`config.mk`:
```
export PLATFORM = sky130hd
export DESIGN_NAME = cpu_lowpower_seq
export DESIGN_NICKNAME = d
export VERILOG_FILES = /design/src/rtl/lowpower_pkg.sv /design/src/rtl/lp_wake_qual.sv /design/src/rtl/lp_bus_hold.sv /design/src/rtl/cpu_lowpower_seq.sv
export SDC_FILE = /design/constraint.sdc
export NUM_CORES = 1
export LEC_CHECK = 0
export BUFFER_PORTS_ARGS = -buffer_cell sky130_fd_sc_hd__buf_2
export CELL_PAD_IN_SITES_DETAIL_PLACEMENT = 1
export CELL_PAD_IN_SITES_GLOBAL_PLACEMENT = 1
export CORE_MARGIN = 2
export CORE_UTILIZATION = 17
export CTS_CLUSTER_SIZE = 16
export DETAILED_ROUTE_END_ITERATION = 7
export PLACE_DENSITY = 0.84
export SLEW_MARGIN = 25
export SYNTH_ARGS = -nofsm -noshare
export SYNTH_HDL_FRONTEND = slang
export SYNTH_HIERARCHICAL = 1
export SYNTH_SLANG_ARGS = --single-unit
```
`constraint.sdc`:
```
create_clock -name clk -period 3 [get_ports clk]
set_clock_uncertainty 0.2 [all_clocks]
set_input_delay 0 -clock clk [delete_from_list [all_inputs] [get_ports clk]]
set_output_delay 0 -clock clk [all_outputs]
set_load 0.1 [all_outputs]
```
`src/rtl/lowpower_pkg.sv`:
```
package lowpower_pkg;

    typedef enum logic [2:0] {
        ST_RUN         = 3'd0,
        ST_HALT        = 3'd1,
        ST_SLEEP       = 3'd2,
        ST_WAKE_IRQ    = 3'd3,
        ST_WAKE_RESUME = 3'd4
    } lp_state_e;

endpackage

```
`src/rtl/lp_wake_qual.sv`:
```
module lp_wake_qual #(
    parameter int NUM_EXT  = 3,
    parameter int NUM_CHIP = 8
) (
    input  logic                nmi_req,
    input  logic [NUM_EXT-1:0]  ext_irq,
    input  logic [NUM_EXT-1:0]  ext_irq_en,
    input  logic [NUM_CHIP-1:0] onchip_irq,
    input  logic [NUM_CHIP-1:0] onchip_irq_en,
    output logic                nmi_wake,
    output logic                masked_wake
);
    logic [NUM_EXT-1:0]  ext_hit;
    logic [NUM_CHIP-1:0] chip_hit;

    // each source counts only when its own enable bit is set
    for (genvar i = 0; i < NUM_EXT; i++) begin : g_ext
        assign ext_hit[i] = ext_irq[i] & ext_irq_en[i];
    end

    for (genvar j = 0; j < NUM_CHIP; j++) begin : g_chip
        assign chip_hit[j] = onchip_irq[j] & onchip_irq_en[j];
    end

    assign nmi_wake    = nmi_req;
    assign masked_wake = (|ext_hit) | (|chip_hit);

endmodule

```
`src/rtl/lp_bus_hold.sv`:
```
module lp_bus_hold #(
    parameter int ADDR_W = 20,
    parameter int CTL_W  = 6
) (
    input  logic              park,
    input  logic              bus_grant,
    input  logic [ADDR_W-1:0] core_addr,
    input  logic [CTL_W-1:0]  core_ctl,
    output logic [ADDR_W-1:0] addr_out,
    output logic [CTL_W-1:0]  ctl_out
);
    localparam logic [ADDR_W-1:0] ADDR_IDLE = {ADDR_W{1'b1}};
    localparam logic [CTL_W-1:0]  CTL_IDLE  = {CTL_W{1'b1}};

    logic force_idle;

    // an external master that owns the bus keeps its own values
    assign force_idle = park & ~bus_grant;

    always_comb begin
        addr_out = force_idle ? ADDR_IDLE : core_addr;
        ctl_out  = force_idle ? CTL_IDLE  : core_ctl;
    end

endmodule

```
`src/rtl/cpu_lowpower_seq.sv`:
```
module cpu_lowpower_seq
    import lowpower_pkg::*;
#(
    parameter int ADDR_W   = 20,
    parameter int CTL_W    = 6,
    parameter int NUM_EXT  = 3,
    parameter int NUM_CHIP = 8
) (
    input  logic                clk,
    input  logic                rst_n,
    input  logic                halt_exec,
    input  logic                sleep_exec,
    input  logic                io_stop,
    input  logic                ctl_stop_a,
    input  logic                ctl_stop_b,
    input  logic                gie,
    input  logic                nmi_req,
    input  logic [NUM_EXT-1:0]  ext_irq,
    input  logic [NUM_EXT-1:0]  ext_irq_en,
    input  logic [NUM_CHIP-1:0] onchip_irq,
    input  logic [NUM_CHIP-1:0] onchip_irq_en,
    input  logic                bus_grant,
    input  logic [ADDR_W-1:0]   core_addr,
    input  logic [CTL_W-1:0]    core_ctl,
    output logic [ADDR_W-1:0]   addr_out,
    output logic [CTL_W-1:0]    ctl_out,
    output logic                cpu_clk_en,
    output logic                dma_clk_en,
    output logic                refresh_en,
    output logic                halt_n,
    output logic                resume_pulse,
    output logic                take_irq_pulse
);
    lp_state_e state, state_nx;
    logic      nmi_wake, masked_wake;
    logic      sleep_ok;
    logic      park;

    assign sleep_ok = ~(io_stop | ctl_stop_a | ctl_stop_b);

    lp_wake_qual #(
        .NUM_EXT (NUM_EXT),
        .NUM_CHIP(NUM_CHIP)
    ) u_wake (
        .nmi_req      (nmi_req),
        .ext_irq      (ext_irq),
        .ext_irq_en   (ext_irq_en),
        .onchip_irq   (onchip_irq),
        .onchip_irq_en(onchip_irq_en),
        .nmi_wake     (nmi_wake),
        .masked_wake  (masked_wake)
    );

    // state register; reset is asynchronous so gates release at once
    always_ff @(posedge clk or negedge rst_n) begin
        if (!rst_n) state <= ST_RUN;
        else        state <= state_nx;
    end

    always_comb begin
        state_nx = state;
        unique case (state)
            ST_RUN: begin
                if (sleep_exec && sleep_ok) state_nx = ST_SLEEP;
                else if (halt_exec)         state_nx = ST_HALT;
            end
            ST_HALT: begin
                if (nmi_wake || (masked_wake && gie)) state_nx = ST_WAKE_IRQ;
            end
            ST_SLEEP: begin
                if (nmi_wake || (masked_wake && gie)) state_nx = ST_WAKE_IRQ;
                else if (masked_wake)                  state_nx = ST_WAKE_RESUME;
            end
            ST_WAKE_IRQ:    state_nx = ST_RUN;
            ST_WAKE_RESUME: state_nx = ST_RUN;
            default:        state_nx = ST_RUN;
        endcase
    end

    // outputs decoded from the state
    always_comb begin
        cpu_clk_en     = 1'b1;
        dma_clk_en     = 1'b1;
        refresh_en     = 1'b1;
        halt_n         = 1'b1;
        resume_pulse   = 1'b0;
        take_irq_pulse = 1'b0;
        park           = 1'b0;
        unique case (state)
            ST_RUN: ;
            ST_HALT: halt_n = 1'b0;
            ST_SLEEP: begin
                cpu_clk_en = 1'b0;
                dma_clk_en = 1'b0;
                refresh_en = 1'b0;
                halt_n     = 1'b0;
                park       = 1'b1;
            end
            ST_WAKE_IRQ:    take_irq_pulse = 1'b1;
            ST_WAKE_RESUME: resume_pulse   = 1'b1;
            default: ;
        endcase
    end

    lp_bus_hold #(
        .ADDR_W(ADDR_W),
        .CTL_W (CTL_W)
    ) u_bus (
        .park     (park),
        .bus_grant(bus_grant),
        .core_addr(core_addr),
        .core_ctl (core_ctl),
        .addr_out (addr_out),
        .ctl_out  (ctl_out)
    );

    // ---------------- assertions ----------------
    a_r2_sleep_entry: assert property (@(posedge clk) disable iff (!rst_n)
        (state == ST_RUN && sleep_exec && sleep_ok) |=> (!cpu_clk_en && !dma_clk_en && !halt_n));

    a_r3_sleep_blocked: assert property (@(posedge clk) disable iff (!rst_n)
        (state == ST_RUN && sleep_exec && !sleep_ok && !halt_exec) |=> (cpu_clk_en && halt_n));

    a_r5_bus_idle: assert property (@(posedge clk) disable iff (!rst_n)
        (!refresh_en && !bus_grant) |-> ((&addr_out) && (&ctl_out)));

    a_r6_disabled_ignored: assert property (@(posedge clk) disable iff (!rst_n)
        (!halt_n && !nmi_req && ((ext_irq & ext_irq_en) == '0) && ((onchip_irq & onchip_irq_en) == '0))
        |=> (!resume_pulse && !take_irq_pulse && !halt_n));

    a_r8_resume: assert property (@(posedge clk) disable iff (!rst_n)
        (state == ST_SLEEP && masked_wake && !gie && !nmi_wake) |=> resume_pulse);

    a_r10_halt_hold: assert property (@(posedge clk) disable iff (!rst_n)
        (state == ST_HALT && !nmi_wake && !gie) |=> !halt_n);

    a_r11_exclusive: assert property (@(posedge clk) disable iff (!rst_n)
        !(resume_pulse && take_irq_pulse));

    a_r11_one_cycle: assert property (@(posedge clk) disable iff (!rst_n)
        (resume_pulse || take_irq_pulse) |=> (!resume_pulse && !take_irq_pulse && halt_n));

endmodule

```
Word level (Yosys, flattened, before mapping)
Cells that the tools add are included.
Widths: inputs -> output; s select.
{"block": "totals", "regBits": 3, "latchBits": 0, "ram_bits": 0, "mem_bits_ro": 0, "in_bits": 58, "out_inout_bits": 32, "elab_cells": 46, "n_memories": 0}
{"block": "classes", "n_addsub": 0, "mul": 0, "n_div": 0, "magnitude_cmp": 0, "eq_ne": 7, "shifts": 0, "mux": 13, "bitwise": 17, "reduce_logical": 8}
{"cell": "$mux 20", "n": 1}
{"cell": "$mux 3", "n": 5}
{"cell": "$and 1x1->1", "n": 12}
{"cell": "$pmux 3 s3", "n": 1}
{"cell": "$reduce_or 8->1", "n": 1}
{"cell": "$eq 3x2->1 const B", "n": 2}
{"cell": "$mux 6", "n": 1}
{"cell": "$ne 3x3->1 const B", "n": 2}
{"cell": "$mux 1", "n": 5}
{"cell": "$eq 3x1->1 const B", "n": 1}
{"cell": "$eq 3x3->1 const B", "n": 1}
{"cell": "$logic_not 3->1", "n": 1}
{"cell": "$or 1x1->1", "n": 3}
{"cell": "$reduce_and 3->1", "n": 1}
{"cell": "$reduce_or 3->1", "n": 1}
{"cell": "$logic_and 1x1->1", "n": 2}
{"cell": "$ne 2x2->1 const B", "n": 1}
{"cell": "$not 1->1", "n": 2}
{"cell": "$reduce_or 2->1", "n": 1}
{"cell": "$logic_or 1x1->1", "n": 1}

Longest topological paths before layout
{"block": "depth", "depth_word": 7, "mapped_depth": 7, "depth_no_buf": 7}

Hierarchy
The synthesis kept the hierarchy.
{"mod": "cpu_lowpower_seq", "n_inst": 1, "cells_per_inst": 32, "area_per_inst_um2": 292.8, "seq_area_each_um2": 75.1}
{"mod": "lp_bus_hold", "n_inst": 1, "cells_per_inst": 29, "area_per_inst_um2": 198.9, "seq_area_each_um2": 0.0}
{"mod": "lp_wake_qual", "n_inst": 1, "cells_per_inst": 8, "area_per_inst_um2": 66.3, "seq_area_each_um2": 0.0}

Worst setup path after synthesis
No wires, ideal clock.
{"block": "synth_timing", "path_type": "register to output", "from": "register state[2]", "to": "output port resume_pulse", "arrival_ps": 2551, "required_ps": 2800, "setup_slack_ps": 249, "path_stages_with_launch": 3, "path_buffers": 0, "path_cell_list": "dfrtp_1 > inv_1 > nor3_1"}
{"block": "synth_via", "elab_chain_cells": 2}
{"element": "from (decl)", "line_no": "cpu_lowpower_seq.sv:34", "source": "lp_state_e state, state_nx;"}
{"element": "from (signal assigned)", "line_no": "cpu_lowpower_seq.sv:57", "source": "else state <= state_nx;"}
{"element": "$eq 3x3->1", "line_no": "cpu_lowpower_seq.sv:89", "source": "unique case (state)"}
{"element": "$mux 1", "line_no": "cpu_lowpower_seq.sv:89"}
{"element": "to (decl)", "line_no": "cpu_lowpower_seq.sv:31", "source": "output logic resume_pulse,"}
Every way passes these cells.

Worst setup path after layout
{"block": "layout_timing", "from": "register state[1]", "to": "register state[2]"}
{"block": "layout_via", "elab_chain_cells": 3, "word_cells_on_any_way": 8, "classes_between": "5 x eq/ne; 1 x mux; 2 x reduce/logical"}
{"element": "$eq 3x2->1 (tied with other cells)", "line_no": "cpu_lowpower_seq.sv:62", "source": "unique case (state)"}
{"element": "$ne 3x3->1 (no line) or $ne 2x2->1 (tied branches)"}
{"element": "$reduce_and 3->1 (no line)"}
Parallel ways exist; a longest one is shown, timed or not.
A chain may end at the register's enable or synchronous reset.

==> results.md <==
- Reg with most FFs: state
- Max reg flops: 3
- CP bufs+invs: 2
- Largest cells by area after synthesis: nand2b_1 30%, dfrtp_1 13%, a221oi_2 8.1%
- Area grow syn2layout: 93.0%
- Top cell type's share of synthesized area: 0.303
- Count leader, synth: nand2b_1
- PostCTS Resize Cnt: 0
- Element type at the critical path start: flip-flop
- Clk slew on worst S/H paths: 0.04 ns
- P per Cell Area: 1220 nW/µm²
- Mapped Cells: 69
- Drt pass-1 iters: 4
- CP Class: reg -> reg
- H-tree Lvls: 1
- Final setup fails: 0
- Net Switching: 982 µW
- # port buffers: 89
- Pin count of the biggest net entering global routing: 27
- Congestion Overflow GR: 0
- Logic pwr share: 0.875
- Period minus WS final: 2.27 ns
- CTS tree: done
- Critical Path, Cell by Cell: nor3b_1 > inv_1 > a2111oi_1 > dlygate4sd3_1
- CP top delay family: buffers and inverters
- Maxcap violations: 0
- WHS: 0.167 ns
- Max Slew Vio Count: 0
- Total GRT Usage: 0.127
- Dominant cell type by area after synthesis: nand2b_1
- Slew HR: 0.669
- N_diodes: 0
- Leakage: 0.000603 µW
- Clk network pwr share: 0.056
- Status: finished, final reports clean
- RSZ-0062 raised after global routing: no
- DP HPWL: 2180 µm
- Core box area: 3080 µm²
- Most used flip-flop cell after synthesis: dfrtp_1
- Final core occ: 0.350
- CTS buffer count: 3
- CP required: 2.97 ns
- Max VDD drop: 407 µV
- Post-DRT Antenna Nets: 0
- Setup TNS: 0 ns
- Sw Share: 0.746
- GPL Wtd Cong: 0.741
- Most frequent cells after synthesis: 27 x nand2b_1, 4 x buf_6, 4 x inv_1, 4 x nor3_1
- Via count: 835
- Die area: 3760 µm²
- Int Power: 335 µW
- Crit-path max cell delay: 0.60 ns
- Slowest CP cell: dlygate4sd3_1
- Detailed Route WL: 2520 µm
- I/O pins: 90
- Netlist cell types: 27
- Hold Buf Count CTS: 6
- Die Wd: 61.3 µm
- Vias in the first global route: 780
- Setup Buffers After CTS: 0
- WL/cell: 12.3 µm
- Crit Path Max Fanout: 8
- Vias per cell: 4.07
- Row count: 20
- HP Class: in -> reg
- CTS Root Cell: clkbuf_4
- Synth Area per Inst: 8.09 µm²
- Initial core utilization: 0.181
- EDFF count, synth: 0
- Part of the power in registers: 0.069
- #FFs+latches synth: 3
- Max Fclk: 441 MHz
- First-pass GRT wire length: 3440 µm
- Max clock buf depth: 2
- Warnings, synthesis: 6
- Mapped Area: 558 µm²
- Net count of the mapped netlist: 127
- Fin crit share: 0.757
- Clk_lat worst skew: 0.24 ns
- Total Power: 1320 µW
- Largest regs: state x3
- Post-synthesis sequential area ratio: 0.135
- Nets: 220
- Die extent in y: 61.3 µm
- Crit end category: flip-flop
- DR DRC count: 0
- Sink Count: 3
- Initial antenna violation count: 0
- Share of cells above drive strength 1: 0.615
- Worst EP arrival: 2.24 ns
- Final hold violation count: 0
- Fraction of registers with async set or reset after synthesis: 1.00
- Worst-Margin Slew: 0.500 ns
- Initial DRC Count: 25
-- worst paths after layout --
kind                       cells after the start     start  slack (ns)       end
setup / recovery                               4  state[1]        0.73  state[2]
hold / removal                                 4       gie        0.17  state[0]
setup reg to reg                               4  state[1]        0.73  state[2]
hold reg to reg                                2  state[2]        0.61  state[0]
max in group asynchronous                      3     rst_n        2.03  state[0]
min in group asynchronous                      3     rst_n        0.43  state[2]
-- cell type report --
class                      count  area [µm²]
tap                           44        55.1
fill                         411        2000
sequential                     3        75.1
timing repair buffer          95         505
multi-input combinational     55         400
clock buffer                   4        26.3
inverter                       4        15.0
-- metrics by stage --
step | area (µm²) | std cells | setup WS [ns]
6_report | 1080 | 205 | 0.730
2_1_floorplan | 558 | 69 | 0.249
3_5_place_dp | 991 | 195 | 1.04
5_1_grt | 1080 | 205 | 0.549
3_3_place_gp | 991 | 195 | 1.11
4_1_cts | 1080 | 205 | 0.709
-- metal layers --
metal / wire length [µm] / GRT usage / part of all wire
met1: 819 / 0.124 / 0.32
met2: 1400 / 0.248 / 0.56
met3: 280 / 0.0378 / 0.11
met4: 19 / 0.0466 / 0.0075
met5: 0 / 0 / 0
-- logic make-up (layout without fill, tap and decap cells) --
logic type | after synthesis | after routing | share of synthesized area
AOI/OAI and AO/OA | 11 | 11 | 0.206
xor gates and xnor gates | 1 | 1 | 0.0157
buffers and inverters | 11 | 103 | 0.148
DFF | 3 | 3 | 0.135
and+or+nand+nor | 43 | 43 | 0.496
-- power by group through the flow --
stage / Combinational, µW / Clock [µW] / Sequential, µW
3_5_place_dp: 1130 / 0 / 90.4
3_3_place_gp: 1120 / 0 / 91.3
4_1_cts: 1150 / 76.8 / 90.4
6_report: 1150 / 73.6 / 90.5
2_1_floorplan: 1040 / 0 / 65.6
5_1_grt: 1200 / 80.9 / 94.9
-- cells in the final DEF, fill, tap and decap left out, drive strengths merged, types with 2 or more instances in the layout --
| cell type | netlist | layout |
|---|---|---|
| a221oi | 3 | 3 |
| a22oi | 2 | 2 |
| and3 | 2 | 2 |
| buf | 7 | 89 |
| clkbuf | 0 | 4 |
| dfrtp | 3 | 3 |
| dlygate4sd3 | 0 | 6 |
| inv | 4 | 4 |
| nand2b | 28 | 28 |
| nor3 | 4 | 4 |
| or2 | 2 | 2 |
-- worst reg2reg max path, stage by stage (launching register included) --
cell and delay (ns):
dfrtp_1 0.46, nor3b_1 0.45, inv_1 0.18, a2111oi_1 0.32, dlygate4sd3_1 0.60
Power figures use the tool's default switching activity.
